==> src/rtl/smbus_cfg_pkg.sv <==
package smbus_cfg_pkg;

    localparam int CFG_REGS  = 7;
    localparam int STRAP_REG = 0;
    localparam int MULT_REG  = 3;

    typedef enum logic [2:0] {
        PH_IDLE,
        PH_ADDR,
        PH_CMD,
        PH_COUNT,
        PH_DATA,
        PH_SKIP
    } phase_e;

    // Power-on value of each register, strap bits excluded
    function automatic logic [7:0] def_val(input int unsigned i);
        case (i)
            0:       def_val = 8'h08;
            1:       def_val = 8'hC7;
            2:       def_val = 8'h7F;
            3:       def_val = 8'h47;
            4:       def_val = 8'h1F;
            5:       def_val = 8'h00;
            6:       def_val = 8'h08;
            default: def_val = 8'h00;
        endcase
    endfunction

    // Bits that a block write may change
    function automatic logic [7:0] wr_mask(input int unsigned i);
        case (i)
            0:       wr_mask = 8'hA8;
            1:       wr_mask = 8'hFF;
            2:       wr_mask = 8'h7F;
            3:       wr_mask = 8'h47;
            4:       wr_mask = 8'h3F;
            5:       wr_mask = 8'h3F;
            default: wr_mask = 8'h00;
        endcase
    endfunction

endpackage

==> src/rtl/smbus_line_filter.sv <==
module smbus_line_filter #(
    parameter int SYNC_STAGES = 2,
    parameter int FILT_LEN    = 3
) (
    input  logic clk,
    input  logic rst_n,
    input  logic line_i,
    output logic line_o
);

    typedef struct packed {
        logic [SYNC_STAGES-1:0] sync;
        logic [FILT_LEN-1:0]    hist;
        logic                   level;
    } filt_t;

    filt_t q, d;

    always_comb begin
        d      = q;
        d.sync = {q.sync[SYNC_STAGES-2:0], line_i};
        d.hist = {q.hist[FILT_LEN-2:0], q.sync[SYNC_STAGES-1]};
        if (&q.hist) begin
            d.level = 1'b1;
        end else if (~|q.hist) begin
            d.level = 1'b0;
        end
    end

    always_ff @(posedge clk or negedge rst_n) begin
        if (!rst_n) begin
            q <= '1;
        end else begin
            q <= d;
        end
    end

    assign line_o = q.level;

endmodule

==> src/rtl/smbus_bus_events.sv <==
module smbus_bus_events (
    input  logic clk,
    input  logic rst_n,
    input  logic scl_i,
    input  logic sda_i,
    output logic start_o,
    output logic stop_o,
    output logic rise_o,
    output logic fall_o
);

    typedef struct packed {
        logic scl;
        logic sda;
    } prev_t;

    prev_t q, d;

    always_comb begin
        d.scl = scl_i;
        d.sda = sda_i;
    end

    always_ff @(posedge clk or negedge rst_n) begin
        if (!rst_n) begin
            q <= '1;
        end else begin
            q <= d;
        end
    end

    // SDA moving while SCL stays high marks a bus condition
    assign start_o = q.scl & scl_i & q.sda & ~sda_i;
    assign stop_o  = q.scl & scl_i & ~q.sda & sda_i;
    assign rise_o  = ~q.scl & scl_i;
    assign fall_o  = q.scl & ~scl_i;

endmodule

==> src/rtl/smbus_cfg_bank.sv <==
module smbus_cfg_bank
    import smbus_cfg_pkg::*;
#(
    parameter int NREG = CFG_REGS,
    parameter int IDXW = $clog2(NREG + 1)
) (
    input  logic              clk,
    input  logic              rst_n,
    input  logic              wr_en_i,
    input  logic [IDXW-1:0]   wr_idx_i,
    input  logic [7:0]        wr_data_i,
    input  logic [1:0]        strap_sel_i,
    input  logic              strap_mult_i,
    output logic [NREG*8-1:0] cfg_o,
    output logic              strap_ok_o
);

    typedef struct packed {
        logic [NREG-1:0][7:0] store;
        logic [1:0]           strap_sel;
        logic                 strap_mult;
        logic                 strap_ok;
    } bank_t;

    bank_t q, d;

    always_comb begin
        d = q;
        if (!q.strap_ok) begin
            d.strap_sel  = strap_sel_i;
            d.strap_mult = strap_mult_i;
            d.strap_ok   = 1'b1;
        end
        if (wr_en_i) begin
            for (int i = 0; i < NREG; i++) begin
                if (wr_idx_i == IDXW'(i)) begin
                    d.store[i] = (q.store[i] & ~wr_mask(i)) | (wr_data_i & wr_mask(i));
                end
            end
        end
    end

    always_ff @(posedge clk or negedge rst_n) begin
        if (!rst_n) begin
            for (int i = 0; i < NREG; i++) begin
                q.store[i] <= def_val(i);
            end
            q.strap_sel  <= '0;
            q.strap_mult <= 1'b0;
            q.strap_ok   <= 1'b0;
        end else begin
            q <= d;
        end
    end

    for (genvar g = 0; g < NREG; g++) begin : g_out
        localparam logic [7:0] MASK  = wr_mask(g);
        localparam logic [7:0] FIXED = def_val(g);
        logic [7:0] strap_bits;

        always_comb begin
            strap_bits = '0;
            if (g == STRAP_REG) strap_bits[2:1] = q.strap_sel;
            if (g == MULT_REG)  strap_bits[7]   = q.strap_mult;
        end

        assign cfg_o[8*g +: 8] = (q.store[g] & MASK) | (FIXED & ~MASK) | strap_bits;
    end

    assign strap_ok_o = q.strap_ok;

endmodule

==> src/rtl/smbus_cfg_slave.sv <==
module smbus_cfg_slave
    import smbus_cfg_pkg::*;
#(
    parameter int         SYNC_STAGES = 2,
    parameter int         FILT_LEN    = 3,
    parameter logic [6:0] SLAVE_ADDR  = 7'h69,
    parameter logic [7:0] CMD_CODE    = 8'h00,
    parameter int         MAX_COUNT   = 32
) (
    input  logic                  clk,
    input  logic                  rst_n,
    input  logic                  scl_i,
    input  logic                  sda_i,
    output logic                  sda_pull_o,
    input  logic [1:0]            strap_sel_i,
    input  logic                  strap_mult_i,
    output logic [CFG_REGS*8-1:0] cfg_o
);

    localparam int NREG = CFG_REGS;
    localparam int IDXW = $clog2(NREG + 1);
    localparam int CNTW = $clog2(MAX_COUNT + 1);

    logic scl_f, sda_f;
    logic start_evt, stop_evt, rise_evt, fall_evt;
    logic strap_ok;

    smbus_line_filter #(.SYNC_STAGES(SYNC_STAGES), .FILT_LEN(FILT_LEN)) u_scl_filt (
        .clk(clk), .rst_n(rst_n), .line_i(scl_i), .line_o(scl_f)
    );

    smbus_line_filter #(.SYNC_STAGES(SYNC_STAGES), .FILT_LEN(FILT_LEN)) u_sda_filt (
        .clk(clk), .rst_n(rst_n), .line_i(sda_i), .line_o(sda_f)
    );

    smbus_bus_events u_events (
        .clk(clk), .rst_n(rst_n), .scl_i(scl_f), .sda_i(sda_f),
        .start_o(start_evt), .stop_o(stop_evt), .rise_o(rise_evt), .fall_o(fall_evt)
    );

    typedef struct packed {
        phase_e          phase;
        phase_e          after_ack;
        logic [7:0]      shreg;
        logic [3:0]      bits;
        logic            in_ack;
        logic            pull;
        logic [CNTW-1:0] left;
        logic [IDXW-1:0] idx;
        logic            wr_en;
        logic [IDXW-1:0] wr_idx;
        logic [7:0]      wr_data;
    } proto_t;

    proto_t q, d;
    logic   ack_ok;
    phase_e nxt;
    logic [7:0] rx;

    always_comb begin
        d       = q;
        d.wr_en = 1'b0;
        ack_ok  = 1'b0;
        nxt     = PH_SKIP;
        rx      = q.shreg;
        if (start_evt) begin
            d.phase  = PH_ADDR;
            d.bits   = '0;
            d.in_ack = 1'b0;
            d.pull   = 1'b0;
        end else if (stop_evt) begin
            d.phase  = PH_IDLE;
            d.bits   = '0;
            d.in_ack = 1'b0;
            d.pull   = 1'b0;
        end else if (q.phase != PH_IDLE && q.phase != PH_SKIP) begin
            if (rise_evt && !q.in_ack && q.bits < 4'd8) begin
                d.shreg = {q.shreg[6:0], sda_f};
                d.bits  = q.bits + 4'd1;
            end else if (fall_evt) begin
                if (q.in_ack) begin
                    // end of the ninth pulse: release and move on
                    d.in_ack = 1'b0;
                    d.pull   = 1'b0;
                    d.bits   = '0;
                    d.phase  = q.after_ack;
                end else if (q.bits == 4'd8) begin
                    case (q.phase)
                        PH_ADDR: begin
                            if (rx == {SLAVE_ADDR, 1'b0}) begin
                                ack_ok = 1'b1;
                                nxt    = PH_CMD;
                            end
                        end
                        PH_CMD: begin
                            if (rx == CMD_CODE) begin
                                ack_ok = 1'b1;
                                nxt    = PH_COUNT;
                            end
                        end
                        PH_COUNT: begin
                            if (rx != 8'd0 && rx <= 8'(MAX_COUNT)) begin
                                ack_ok = 1'b1;
                                nxt    = PH_DATA;
                                d.left = rx[CNTW-1:0];
                                d.idx  = '0;
                            end
                        end
                        PH_DATA: begin
                            if (q.left != '0) begin
                                ack_ok = 1'b1;
                                nxt    = PH_DATA;
                                d.left = q.left - CNTW'(1);
                                if (q.idx < IDXW'(NREG)) begin
                                    d.wr_en   = 1'b1;
                                    d.wr_idx  = q.idx;
                                    d.wr_data = rx;
                                    d.idx     = q.idx + IDXW'(1);
                                end
                            end
                        end
                        default: ;
                    endcase
                    if (ack_ok) begin
                        d.in_ack    = 1'b1;
                        d.pull      = 1'b1;
                        d.after_ack = nxt;
                    end else begin
                        d.phase = PH_SKIP;
                        d.bits  = '0;
                    end
                end
            end
        end
    end

    always_ff @(posedge clk or negedge rst_n) begin
        if (!rst_n) begin
            q <= '0;
        end else begin
            q <= d;
        end
    end

    smbus_cfg_bank #(.NREG(NREG), .IDXW(IDXW)) u_bank (
        .clk(clk), .rst_n(rst_n),
        .wr_en_i(q.wr_en), .wr_idx_i(q.wr_idx), .wr_data_i(q.wr_data),
        .strap_sel_i(strap_sel_i), .strap_mult_i(strap_mult_i),
        .cfg_o(cfg_o), .strap_ok_o(strap_ok)
    );

    assign sda_pull_o = q.pull;

endmodule

==> config.mk <==
export PLATFORM = sky130hd
export DESIGN_NAME = smbus_cfg_slave
export DESIGN_NICKNAME = d
export VERILOG_FILES = /design/src/rtl/smbus_cfg_pkg.sv /design/src/rtl/smbus_line_filter.sv /design/src/rtl/smbus_bus_events.sv /design/src/rtl/smbus_cfg_bank.sv /design/src/rtl/smbus_cfg_slave.sv
export SDC_FILE = /design/constraint.sdc
export NUM_CORES = 1
export LEC_CHECK = 0
export BUFFER_PORTS_ARGS = -buffer_cell sky130_fd_sc_hd__buf_2
export CORE_ASPECT_RATIO = 1.75
export CORE_MARGIN = 4
export CORE_UTILIZATION = 55
export DETAILED_ROUTE_END_ITERATION = 12
export GPL_TIMING_DRIVEN = 0
export PLACE_DENSITY = 0.78
export SLEW_MARGIN = 20
export SYNTH_ARGS = -nofsm -noshare
export SYNTH_HDL_FRONTEND = slang
export SYNTH_SLANG_ARGS = --single-unit
==> constraint.sdc <==
create_clock -name clk -period 2.6 [get_ports clk]
set_input_delay 0.52 -clock clk [delete_from_list [all_inputs] [get_ports clk]]
set_output_delay 0.52 -clock clk [all_outputs]
set_load 0.05 [all_outputs]
======== Word-level counts from Yosys, hierarchy flattened ========
Index checks and enable logic that the tools add are counted.
operators by class
  add/subtract/negate cells ............... 3
  magnitude comparators ................... 3
  equality and inequality tests ........... 20
  mux-type cells .......................... 69
  bitwise gates (word level) .............. 41
  reduce and logical (&&, ||, !) cells .... 36
operators by type and width
  kind                                                             count
  21-bit 2-to-1 mux                                                10
  8-bit 2-to-1 mux                                                 13
  8-bit AND                                                        12
  27-bit 2-to-1 mux                                                2
  8-bit NOT                                                        6
  8-bit OR                                                         6
  41-bit 2-to-1 mux                                                1
  12-bit 2-to-1 mux                                                3
  6-bit 2-to-1 mux                                                 6
  3-bit 2-to-1 mux                                                 8
  23-bit 2-to-1 mux                                                1
  10-bit AND reduction                                             2
  9-bit inequality test, second input constant                     2
  9-bit one-hot mux with 2 select lines                            1
  1-bit 2-to-1 mux                                                 17
  15-bit 2-to-1 mux                                                1
  3-bit by 2-bit == test with 1-bit output, second input constant  4
  3-bit one-hot mux with 4 select lines                            1
  2-bit AND reduction                                              6
  4-bit nonzero test                                               3
  11-bit AND reduction                                             1
  5-bit AND reduction                                              2
  3-bit == test, second input constant                             3
  9-bit 2-to-1 mux                                                 1
  34 further kinds                                                 60
storage, ports and cells
  register bits after elaboration ......... 107
  logic and storage cells ................. 200

======== Longest topological paths before layout ========
Gate-level depths: netlist of the first run.
  depth in word-level cells ............... 19
  mapped depth ............................ 8
  gate-level depth less buffers ........... 7

======== Hierarchy ========
A second synthesis of the first run with hierarchy kept.
second synthesis, totals
  cell total of the unflattened synthesis .. 328
  area, all modules ....................... 4252.8 µm²
modules (own cells, without submodules)
  module             instances  cells an instance  area an instance (µm²)  seq. area each (µm²)
  smbus_cfg_slave    1          197                2189.6                  1026.0
  smbus_cfg_bank     1          105                1622.8                  978.4
  smbus_line_filter  2          10                 176.4                   157.7
  smbus_bus_events   1          6                  87.6                    52.6

======== Least setup slack after synthesis of the first run ========
No wires, ideal clock.
  kind .................................... reg-to-reg
  from .................................... reg q (netlist bit rx[7])
  to ...................................... reg q[38] (netlist bit)
  library setup time ...................... 0.128 ns
  data arrival time ....................... 2.086 ns
  required time ........................... 2.472 ns
  setup slack ............................. 0.386 ns
  cell stages (with the launch flop) ...... 6
  path buffers ............................ 0
  period minus slack after synthesis ...... 2.214 ns
  path through ............................ dfrtp_1 > or3b_1 > or3_1 > a2111o_1 > a31oi_4 > mux2_1
between the ends
  word-level cells in the longest chain between the ends .. 13
  elaborated cells on any way between the ends .. 18
  classes of those cells .................. order compare (1); eq/ne (2); mux (11); reduce/logical (4)
RTL lines
  element                                                                                                 RTL line                source
  start, declared                                                                                         smbus_cfg_slave.sv:55   proto_t q, d;
  start signal, assigned                                                                                  smbus_cfg_slave.sv:139  q <= '0;
  start signal, assigned                                                                                  smbus_cfg_slave.sv:141  q <= d;
  8-bit by 6-bit less-or-equal comparator with 1-bit output / 8-bit nonzero test (equally long branches)  smbus_cfg_slave.sv:102  if (rx != 8'd0 && rx <= 8'(MAX_COUNT)) begin
  1-bit logical AND                                                                                       smbus_cfg_slave.sv:102
  1-bit 2-to-1 mux                                                                                        smbus_cfg_slave.sv:102
  1-bit one-hot mux with 4 select lines *                                                                 smbus_cfg_slave.sv:88   case (q.phase)
  1-bit 2-to-1 mux *                                                                                      smbus_cfg_slave.sv:87   end else if (q.bits == 4'd8) begin
  1-bit 2-to-1 mux *                                                                                      smbus_cfg_slave.sv:81   if (q.in_ack) begin
  1-bit 2-to-1 mux *                                                                                      smbus_cfg_slave.sv:80   end else if (fall_evt) begin
  1-bit 2-to-1 mux *                                                                                      smbus_cfg_slave.sv:77   if (rise_evt && !q.in_ack && q.bits < 4'd8) begin
  1-bit 2-to-1 mux *                                                                                      smbus_cfg_slave.sv:76   end else if (q.phase != PH_IDLE && q.phase != PH_SKIP) begin
  1-bit 2-to-1 mux *                                                                                      smbus_cfg_slave.sv:71   end else if (stop_evt) begin
  1-bit 2-to-1 mux *                                                                                      smbus_cfg_slave.sv:66   if (start_evt) begin
  4-bit inequality test (no source line) *                                                                --
  5-bit AND reduction (no source line) *                                                                  --
Every way passes the cells marked *; elsewhere a longest branch is shown, timed or not. The select of a mux whose other input is x is not followed.
A chain may end at the register's enable or synchronous reset.

======== Worst setup path after layout of the first run ========
  from .................................... reg q[15] (netlist bit)
  to ...................................... reg q[13] (netlist bit)
between the ends
  word-level cells in the longest chain between the ends .. 3
RTL lines
  element                                 RTL line                source
  6-bit nonzero test                      smbus_cfg_slave.sv:110  if (q.left != '0) begin
  9-bit inequality test (no source line)  --
  11-bit AND reduction (no source line)   --
Every way passes these cells.

==> impl_metrics.xml, run 1 <==
<?xml version="1.0" encoding="UTF-8"?>
<metrics>
  <group name="worst_setup_path">
    <metric name="reg2reg_setup_slack" unit="ns">0.15</metric>
    <metric name="crit_arrival" unit="ns">2.66</metric>
    <metric name="crit_required" unit="ns">2.82</metric>
    <metric name="timing.critical_path.to_type" unit="">flop</metric>
    <metric name="r2r-end" unit="">q[13]</metric>
    <metric name="timing.critical_path.from_type" unit="">flop</metric>
    <metric name="timing_worst_setup_path_type" unit="">reg2reg</metric>
    <metric name="worst-r2r-cell-count" unit="">7</metric>
    <metric name="worst-path-max-fanout" unit="">7</metric>
    <metric name="startpoint_of_the_worst_register_to_register_path" unit="">q[15]</metric>
  </group>
  <group name="floorplan">
    <metric name="pin_count" unit="">64</metric>
    <metric name="fp-row-count" unit="">41</metric>
    <metric name="floorplan.die.height" unit="um">123.2</metric>
    <metric name="floorplan.initialDensity" unit="%">57.23</metric>
    <metric name="die_outline_area" unit="um2">9092</metric>
    <metric name="floorplan.core_area" unit="um2">7284</metric>
    <metric name="die-width" unit="um">73.82</metric>
  </group>
  <group name="sta">
    <metric name="slew-limit-headroom" unit="%">38.43</metric>
    <metric name="tightestPinTransition" unit="ns">0.9215</metric>
    <metric name="setup-tns-final" unit="ns">0</metric>
    <metric name="finalCriticalPeriod" unit="ns">2.445</metric>
    <metric name="min_period_over_period" unit="%">94.04</metric>
    <metric name="slew_violations" unit="">0</metric>
    <metric name="report.final.setup_viol" unit="">0</metric>
    <metric name="final-hold-violation-count" unit="">0</metric>
    <metric name="final.setup_skew" unit="ns">0.003069</metric>
    <metric name="max_freq" unit="MHz">409.0</metric>
    <metric name="rsz0062_at_grt" unit="">no</metric>
  </group>
  <group name="global_routing">
    <metric name="number_of_global_route_vias_before_repair" unit="">2813</metric>
    <metric name="grt.total_usage" unit="%">19.47</metric>
    <metric name="grt_first_pass_wirelength" unit="um">13430</metric>
    <metric name="gr-total-overflow" unit="">0</metric>
    <metric name="grt_max_degree" unit="">52</metric>
    <metric name="number_of_antenna_violations_at_the_first_check_in_global_routing" unit="">0</metric>
  </group>
  <group name="drt">
    <metric name="postRouteAntennaNets" unit="">0</metric>
    <metric name="detail_route.drc_violations" unit="">0</metric>
    <metric name="vias" unit="">2870</metric>
    <metric name="post_detailed_route_via_to_cell_ratio" unit="">5.446</metric>
    <metric name="detail_route.wirelength" unit="um">8173</metric>
    <metric name="router_iterations_before_antenna_repair" unit="">4</metric>
    <metric name="wire_length_per_cell" unit="um">15.51</metric>
    <metric name="drt-initial-drc-count" unit="">132</metric>
  </group>
  <group name="place">
    <metric name="place_inst" unit="">509</metric>
    <metric name="globalplace.congestion" unit="">0.8659</metric>
    <metric name="place_hpwl" unit="um">5951</metric>
    <metric name="buffer_ports.inserted" unit="">44</metric>
  </group>
  <group name="power">
    <metric name="static-leakage-power" unit="nW">2.408</metric>
    <metric name="vdd.ir_drop.worst" unit="mV">0.4865</metric>
    <metric name="power_per_cell_area" unit="nW/um2">672.0</metric>
  </group>
  <group name="final_layout">
    <metric name="flow.area_growth_from_synthesis" unit="%">18.73</metric>
    <metric name="n_antenna_cell" unit="">0</metric>
    <metric name="finish.utilization" unit="%">67.95</metric>
    <metric name="layout-drive-gt1-share" unit="%">38.78</metric>
    <metric name="stdcell_count" unit="">527</metric>
    <metric name="final_nets" unit="">447</metric>
  </group>
  <group name="yosys">
    <metric name="count_of_flip_flops_with_a_built_in_enable_after_synthesis" unit="">0</metric>
    <metric name="async_set_reset_flop_share_out_of_synthesis" unit="%">100.0</metric>
    <metric name="synth_cells" unit="">360</metric>
    <metric name="synth-seq-cells" unit="">93</metric>
    <metric name="synthDistinctLibCells" unit="">56</metric>
    <metric name="syn-mean-instance-area" unit="um2">11.58</metric>
    <metric name="synth_area" unit="um2">4169</metric>
    <metric name="yosysSeqAreaShare" unit="%">56.90</metric>
    <metric name="number_of_warnings_reported_in_the_yosys_synthesis_log" unit="">0</metric>
    <metric name="synth-main-ff-cell" unit="">dfrtp_1</metric>
  </group>
  <group name="clocking">
    <metric name="cts.path.max_buffers" unit="">2</metric>
    <metric name="tritoncts" unit="">yes</metric>
    <metric name="cts_hold_buffers" unit="">0</metric>
    <metric name="cts_inserted_buffers" unit="">9</metric>
    <metric name="cts.clk_slew.worst_paths" unit="ns">0.06</metric>
    <metric name="clockRootBuffer" unit="">clkbuf_16</metric>
    <metric name="clkSinkCount" unit="">93</metric>
    <metric name="worstSkewPairLatency" unit="ns">0.33</metric>
    <metric name="deepest_level_of_the_cts_h_tree" unit="">3</metric>
  </group>
  <group name="run">
    <metric name="max_cap_viol_count" unit="">0</metric>
  </group>
  <group name="worst_hold_path">
    <metric name="timing.hold.worst.class" unit="">in2async</metric>
  </group>
  <group name="status">
    <metric name="status" unit="">finished, final reports clean</metric>
  </group>
</metrics>
## how the worst max path moves through the flow
stage,start,to,slack (ns)
after floorplan,rx[7],q[38],0.39
after global placement,q[15],q[23],0.14
after detailed placement,q[15],q[23],0.05
after CTS,q[15],q[23],0.02
after global routing,q[15],q[15],0.006
final,q[15],q[13],0.15
## final cells by class
cell class	count	area, um2
repair buffers	47	265.3
well taps	86	107.6
fillers	560	2335
multi-input cells	246	1668
clock buffers	10	229.0
clock inverters	6	87.58
flip-flops and latches	93	2372
inverters	9	33.78
plain buffers	30	186.4
## cells in the mapped netlist (3+ instances only)
| master | n | area, um2 |
|---|---|---|
| and3_1 | 3 | 18.77 |
| buf_4 | 19 | 142.6 |
| nand3_1 | 6 | 30.03 |
| nor3b_1 | 5 | 37.54 |
| a21o_1 | 4 | 30.03 |
| nor2_1 | 12 | 45.04 |
| clkbuf_1 | 10 | 37.54 |
| o2bb2ai_1 | 5 | 43.79 |
| nor3_1 | 8 | 40.04 |
| o21ai_0 | 21 | 105.1 |
| dfrtp_1 | 57 | 1426 |
| nand2_1 | 56 | 210.2 |
| nand4b_1 | 3 | 26.28 |
| mux2_2 | 37 | 416.7 |
| ha_1 | 4 | 50.05 |
| a21oi_1 | 13 | 65.06 |
| inv_1 | 9 | 33.78 |
| dfstp_2 | 36 | 945.9 |
| o211ai_1 | 4 | 30.03 |
## routing by layer
| metal | track usage [%] | share of wire, % | vias up |
|---|---|---|---|
| met5 | 0 | 0 | - |
| met4 | 11.11 | 2.9 | 0 |
| met1 | 20.54 | 38 | 1403 |
| met3 | 3.906 | 3.9 | 17 |
| met2 | 34.83 | 55 | 73 |
| li1 | - | - | 1377 |
## layout by cell type, fill, tap and decap left out, types with 12 or more instances in the layout
| master | instances |
|---|---|
| buf_2 | 43 |
| nand2_1 | 56 |
| nor2_1 | 12 |
| buf_4 | 22 |
| mux2_2 | 37 |
| o21ai_0 | 21 |
| dfrtp_1 | 57 |
| dfstp_2 | 36 |
| conb_1 | 20 |
| a21oi_1 | 13 |
## sequential cells by signal (all words and copies together) (netlist names)
name and count:
u_scl_filt.q 1, u_bank.q 7, u_bank.g_out.strap_bits 3, u_sda_filt.line_o 1, u_scl_filt.d 4, rx 8
u_sda_filt.d 4, u_events.q 2, sda_pull_o 1, u_bank.strap_ok_o 1, q 32, u_bank.cfg_o 27
u_scl_filt.line_o 1, u_sda_filt.q 1
## critical path, stage by stage, from the launching register on
cell	delay, ns
dfrtp_1	0.41
inv_1	0.09
ha_1	0.21
or4b_1	0.57
nor2_1	0.43
o21ai_0	0.20
nand2_2	0.12
mux2_4	0.29
## where the power goes
| part | leakage, nW | internal [mW] | switching, mW |
|---|---|---|---|
| sequential | 1.15 | 1.52 | 0.0908 |
| clock | 0.156 | 0.842 | 0.520 |
| combinational | 1.10 | 0.125 | 0.224 |
## metrics by stage
step	power, mW	hold WS, ns	setup slack (ns)	cell area [um2]
finish	3.326	0.1727	0.1549	4950
CTS	3.360	0.1835	0.02098	4921
global placement	1.958	0.3461	0.1379	4564
detailed placement	1.984	0.3475	0.05342	4604
floorplan	1.868	0.2244	0.3864	4237
global route	3.465	0.2108	0.005560	4950
## kinds of logic after synthesis
| family | Yosys count | share of synthesized area [%] |
|---|---|---|
| muxes | 41 | 11.10 |
| xor gates and xnor gates | 2 | 0.4202 |
| buffers and inverters | 39 | 5.252 |
| and+or+nand+nor | 114 | 13.99 |
| other | 2 | 0.1801 |
| AOI/OAI and AO/OA | 65 | 10.95 |
| adders and majority gates | 4 | 1.201 |
| DFF | 93 | 56.90 |
## what timing repair did
item / 4_1_cts / 5_1_grt
setup endpoints to repair: 0 / 15
buffers inserted: 0 / 2
gates resized for setup: 0 / 5
No activity file was read; power rests on OpenSTA's default activity.
==> run 2: changes to the inputs <==
--- a/config.mk
+++ b/config.mk
@@ -11,8 +11,9 @@
 export CORE_UTILIZATION = 55
 export DETAILED_ROUTE_END_ITERATION = 12
 export GPL_TIMING_DRIVEN = 0
-export PLACE_DENSITY = 0.78
+export PLACE_DENSITY = 0.77
 export SLEW_MARGIN = 20
 export SYNTH_ARGS = -nofsm -noshare
 export SYNTH_HDL_FRONTEND = slang
+export SYNTH_HIERARCHICAL = 1
 export SYNTH_SLANG_ARGS = --single-unit
==> run 2 against run 1 <==
- clock-buffer cell count increased by 1
- critical path type unchanged
- critical path depth is 1 lower
- die area increased by 1.8%
- flip-flop and latch count stayed put
- sequential share of layout area down 0.16 points
- first-iteration DRC count is 17% lower
- final cell count decreased by 6.1%
==> impl_metrics.xml, run 2 <==
<?xml version="1.0" encoding="UTF-8"?>
<metrics>
  <group name="clocking">
    <metric name="cts.path.max_buffers" unit="">2</metric>
    <metric name="cts_hold_buffers" unit="">0</metric>
    <metric name="post-cts-setup-buffers" unit="">0</metric>
    <metric name="cts_inserted_buffers" unit="">9</metric>
    <metric name="cts.clk_slew.worst_paths" unit="ns">0.06</metric>
    <metric name="worstSkewPairLatency" unit="ns">0.34</metric>
    <metric name="tritoncts" unit="">yes</metric>
    <metric name="post_cts.resized_instances" unit="">0</metric>
    <metric name="deepest_level_of_the_cts_h_tree" unit="">3</metric>
    <metric name="clkSinkCount" unit="">93</metric>
    <metric name="clockRootBuffer" unit="">clkbuf_16</metric>
  </group>
  <group name="drt">
    <metric name="detail_route.wirelength" unit="um">8092</metric>
    <metric name="vias" unit="">2759</metric>
    <metric name="wire_length_per_cell" unit="um">16.35</metric>
    <metric name="router_iterations_before_antenna_repair" unit="">4</metric>
    <metric name="postRouteAntennaNets" unit="">0</metric>
    <metric name="drt-initial-drc-count" unit="">110</metric>
    <metric name="detail_route.drc_violations" unit="">0</metric>
    <metric name="post_detailed_route_via_to_cell_ratio" unit="">5.574</metric>
  </group>
  <group name="final_layout">
    <metric name="n_antenna_cell" unit="">0</metric>
    <metric name="final_nets" unit="">414</metric>
    <metric name="largest-register" unit="">q</metric>
    <metric name="multi_input_comb_area" unit="um2">1699</metric>
    <metric name="seq_area" unit="um2">2372</metric>
    <metric name="most_common_cell_after_layout_fill_and_taps_aside" unit="">dfrtp_1</metric>
    <metric name="flip_flop_count_of_the_largest_register_all_copies_and_words_added" unit="">32</metric>
    <metric name="stdcell_count" unit="">495</metric>
    <metric name="flow.area_growth_from_synthesis" unit="%">16.77</metric>
    <metric name="layout-drive-gt1-share" unit="%">42.51</metric>
    <metric name="most_frequent_cells_in_the_layout" unit="">dfrtp_1, buf_2, dfstp_2</metric>
    <metric name="fill_cells" unit="">589</metric>
  </group>
  <group name="yosys">
    <metric name="post_synthesis_share_of_cell_area_spent_on_full_adders_half_adders_and_majority_gates" unit="%">1.471</metric>
    <metric name="synth_xor_xnor_area_share" unit="%">0.2059</metric>
    <metric name="yosysSeqAreaShare" unit="%">55.78</metric>
    <metric name="synth_cells" unit="">328</metric>
    <metric name="synth_largest_type_area_fraction" unit="%">33.54</metric>
    <metric name="synth-simple-area-share" unit="%">9.738</metric>
    <metric name="syn-mean-instance-area" unit="um2">12.97</metric>
    <metric name="synth.top_cells.by_count" unit="">dfrtp_1, dfstp_2, mux2_2</metric>
    <metric name="yosys.cell_count.top_type" unit="">dfrtp_1</metric>
    <metric name="synth_largest_area_cell" unit="">dfrtp_1</metric>
    <metric name="combinational_family_with_the_most_area_after_synthesis" unit="">multiplexers</metric>
    <metric name="synth-main-ff-cell" unit="">dfrtp_1</metric>
    <metric name="async_set_reset_flop_share_out_of_synthesis" unit="%">100.0</metric>
    <metric name="synth-seq-cells" unit="">93</metric>
    <metric name="number_of_warnings_reported_in_the_yosys_synthesis_log" unit="">6</metric>
    <metric name="synth.area.mux_share" unit="%">16.39</metric>
    <metric name="synthDistinctLibCells" unit="">62</metric>
    <metric name="synthTopCellsByArea" unit="">dfrtp_1, dfstp_2, mux2_2</metric>
    <metric name="synth_area" unit="um2">4253</metric>
    <metric name="synth-compound-area-share" unit="%">10.39</metric>
    <metric name="count_of_flip_flops_with_a_built_in_enable_after_synthesis" unit="">0</metric>
  </group>
  <group name="worst_setup_path">
    <metric name="critical_path.slowest_cell" unit="">dfstp_2</metric>
    <metric name="timing.critical_path.to_type" unit="">flop</metric>
    <metric name="crit_arrival" unit="ns">2.60</metric>
    <metric name="path_depth" unit="">6</metric>
    <metric name="crit_required" unit="ns">2.83</metric>
    <metric name="worst-r2r-cell-count" unit="">6</metric>
    <metric name="worst-path-max-fanout" unit="">6</metric>
    <metric name="critical_path_buf_inv_count" unit="">0</metric>
    <metric name="timing.critical_path.from_type" unit="">flop</metric>
    <metric name="cp_top_family" unit="">compound AO/OA/AOI/OAI gates</metric>
    <metric name="max_stage_delay" unit="ns">0.57</metric>
    <metric name="worstPathCellList" unit="">and4b_1 -&gt; nor3_1 -&gt; o2111ai_1 -&gt; a31oi_2 -&gt; o21ai_0 -&gt; a32o_1</metric>
    <metric name="timing_worst_setup_path_type" unit="">reg2reg</metric>
  </group>
  <group name="place">
    <metric name="place_hpwl" unit="um">5917</metric>
    <metric name="pre_cts_ws" unit="ns">0.2599</metric>
    <metric name="buffer_ports.inserted" unit="">44</metric>
    <metric name="globalplace.congestion" unit="">0.8147</metric>
    <metric name="place_inst" unit="">479</metric>
  </group>
  <group name="global_routing">
    <metric name="grt.total_usage" unit="%">18.85</metric>
    <metric name="global_route.usage.met1" unit="%">20.85</metric>
    <metric name="met3_usage" unit="%">5.170</metric>
    <metric name="grt_first_pass_wirelength" unit="um">13380</metric>
    <metric name="grt_most_used_layer" unit="">met2</metric>
    <metric name="number_of_global_route_vias_before_repair" unit="">2769</metric>
    <metric name="number_of_antenna_violations_at_the_first_check_in_global_routing" unit="">0</metric>
    <metric name="grt_max_degree" unit="">51</metric>
    <metric name="gr-total-overflow" unit="">0</metric>
    <metric name="use_met2" unit="%">32.71</metric>
  </group>
  <group name="sta">
    <metric name="slew_violations" unit="">0</metric>
    <metric name="report.final.setup_viol" unit="">0</metric>
    <metric name="min_period_over_period" unit="%">91.22</metric>
    <metric name="tightestPinTransition" unit="ns">0.6158</metric>
    <metric name="final-hold-violation-count" unit="">0</metric>
    <metric name="setup-tns-final" unit="ns">0</metric>
    <metric name="postLayoutSetupSlackWorst" unit="ns">0.2282</metric>
    <metric name="finalHoldWorstSlack" unit="ns">0.1967</metric>
    <metric name="finalCriticalPeriod" unit="ns">2.372</metric>
    <metric name="slew-limit-headroom" unit="%">58.95</metric>
    <metric name="max_freq" unit="MHz">421.6</metric>
    <metric name="final.setup_skew" unit="ns">0.005625</metric>
    <metric name="rsz0062_at_grt" unit="">no</metric>
  </group>
  <group name="floorplan">
    <metric name="die_outline_area" unit="um2">9258</metric>
    <metric name="floorplan.core_area" unit="um2">7567</metric>
    <metric name="fp-row-count" unit="">42</metric>
    <metric name="pin_count" unit="">64</metric>
    <metric name="floorplan.initialDensity" unit="%">56.20</metric>
    <metric name="floorplan.die.height" unit="um">124.3</metric>
    <metric name="die-width" unit="um">74.47</metric>
  </group>
  <group name="status">
    <metric name="status" unit="">finished, final reports clean</metric>
  </group>
  <group name="power">
    <metric name="static-leakage-power" unit="nW">2.484</metric>
    <metric name="power_per_cell_area" unit="nW/um2">638.7</metric>
    <metric name="vdd.ir_drop.worst" unit="mV">0.4181</metric>
    <metric name="total_power" unit="mW">3.172</metric>
  </group>
  <group name="worst_hold_path">
    <metric name="timing.hold.worst.class" unit="">in2async</metric>
  </group>
  <group name="run">
    <metric name="max_cap_viol_count" unit="">0</metric>
  </group>
</metrics>
-- run 2: changes by cell type after synthesis, moves of 3 or more --
cell      delta
nand2_1     -47
mux2_1      +21
mux2_2      -10
clkbuf_1     -9
o21ai_0      -9
mux2_4       +8
buf_2        +6
a21o_1       -3
nor2_1       +3
o21ai_1      +3
-- run 2: final timing paths --
path	end	start	slack (ns)
worst min register to register	u_sda_filt/d[1]	u_sda_filt/d[5]	0.35
min in group clk	u_scl_filt/d[5]	scl_i	0.28
worst max register to register	q[13]	u_sda_filt/line_o	0.23
worst max-delay path	q[13]	u_sda_filt/line_o	0.23
worst min-delay path	u_bank/cfg_o[37]	rst_n	0.20
max in group asynchronous	u_bank/cfg_o[18]	rst_n	1.70
-- run 2: worst register-to-register path, stage by stage (launching register included) --
cell and delay [ns]:
dfstp_2 0.57, and4b_1 0.26, nor3_1 0.33, o2111ai_1 0.33, a31oi_2 0.42, o21ai_0 0.15, a32o_1 0.22
-- run 2: metal layers --
layer	wire [um]	part of all wire, %
met5	0	0
met4	225	2.8
met3	422	5.2
met2	4425	55
met1	3018	37
-- run 2: layout make-up --
cell class                      instances  area share [%]
Sequential cell                        93           47.77
Tap cell                               88           2.217
Inverter                               11          0.8314
Clock inverter                          5           1.008
Buffer                                 30           4.182
Clock buffer                           11           4.888
Multi-Input combinational cell        212           34.22
Timing Repair Buffer                   45           4.888
-- run 2: logic make-up after synthesis --
logic type | after synthesis
xor+xnor | 1
mux | 59
simple gates | 68
compound gates | 59
flops | 93
fa+ha+maj | 5
other cells | 2
buf+inv | 41
-- run 2: report_power, final --
part	internal [mW]	switching [mW]	leakage (nW)
sequential	1.51	0.0746	1.16
combinational	0.110	0.207	1.18
clock	0.764	0.504	0.149
-- run 2: per-stage QoR --
step	utilization, %	cell area [um2]
floorplan	-	4320
global placement	61.46	4651
detailed placement	61.76	4673
CTS	65.63	4966
global route	65.63	4966
finish	65.63	4966
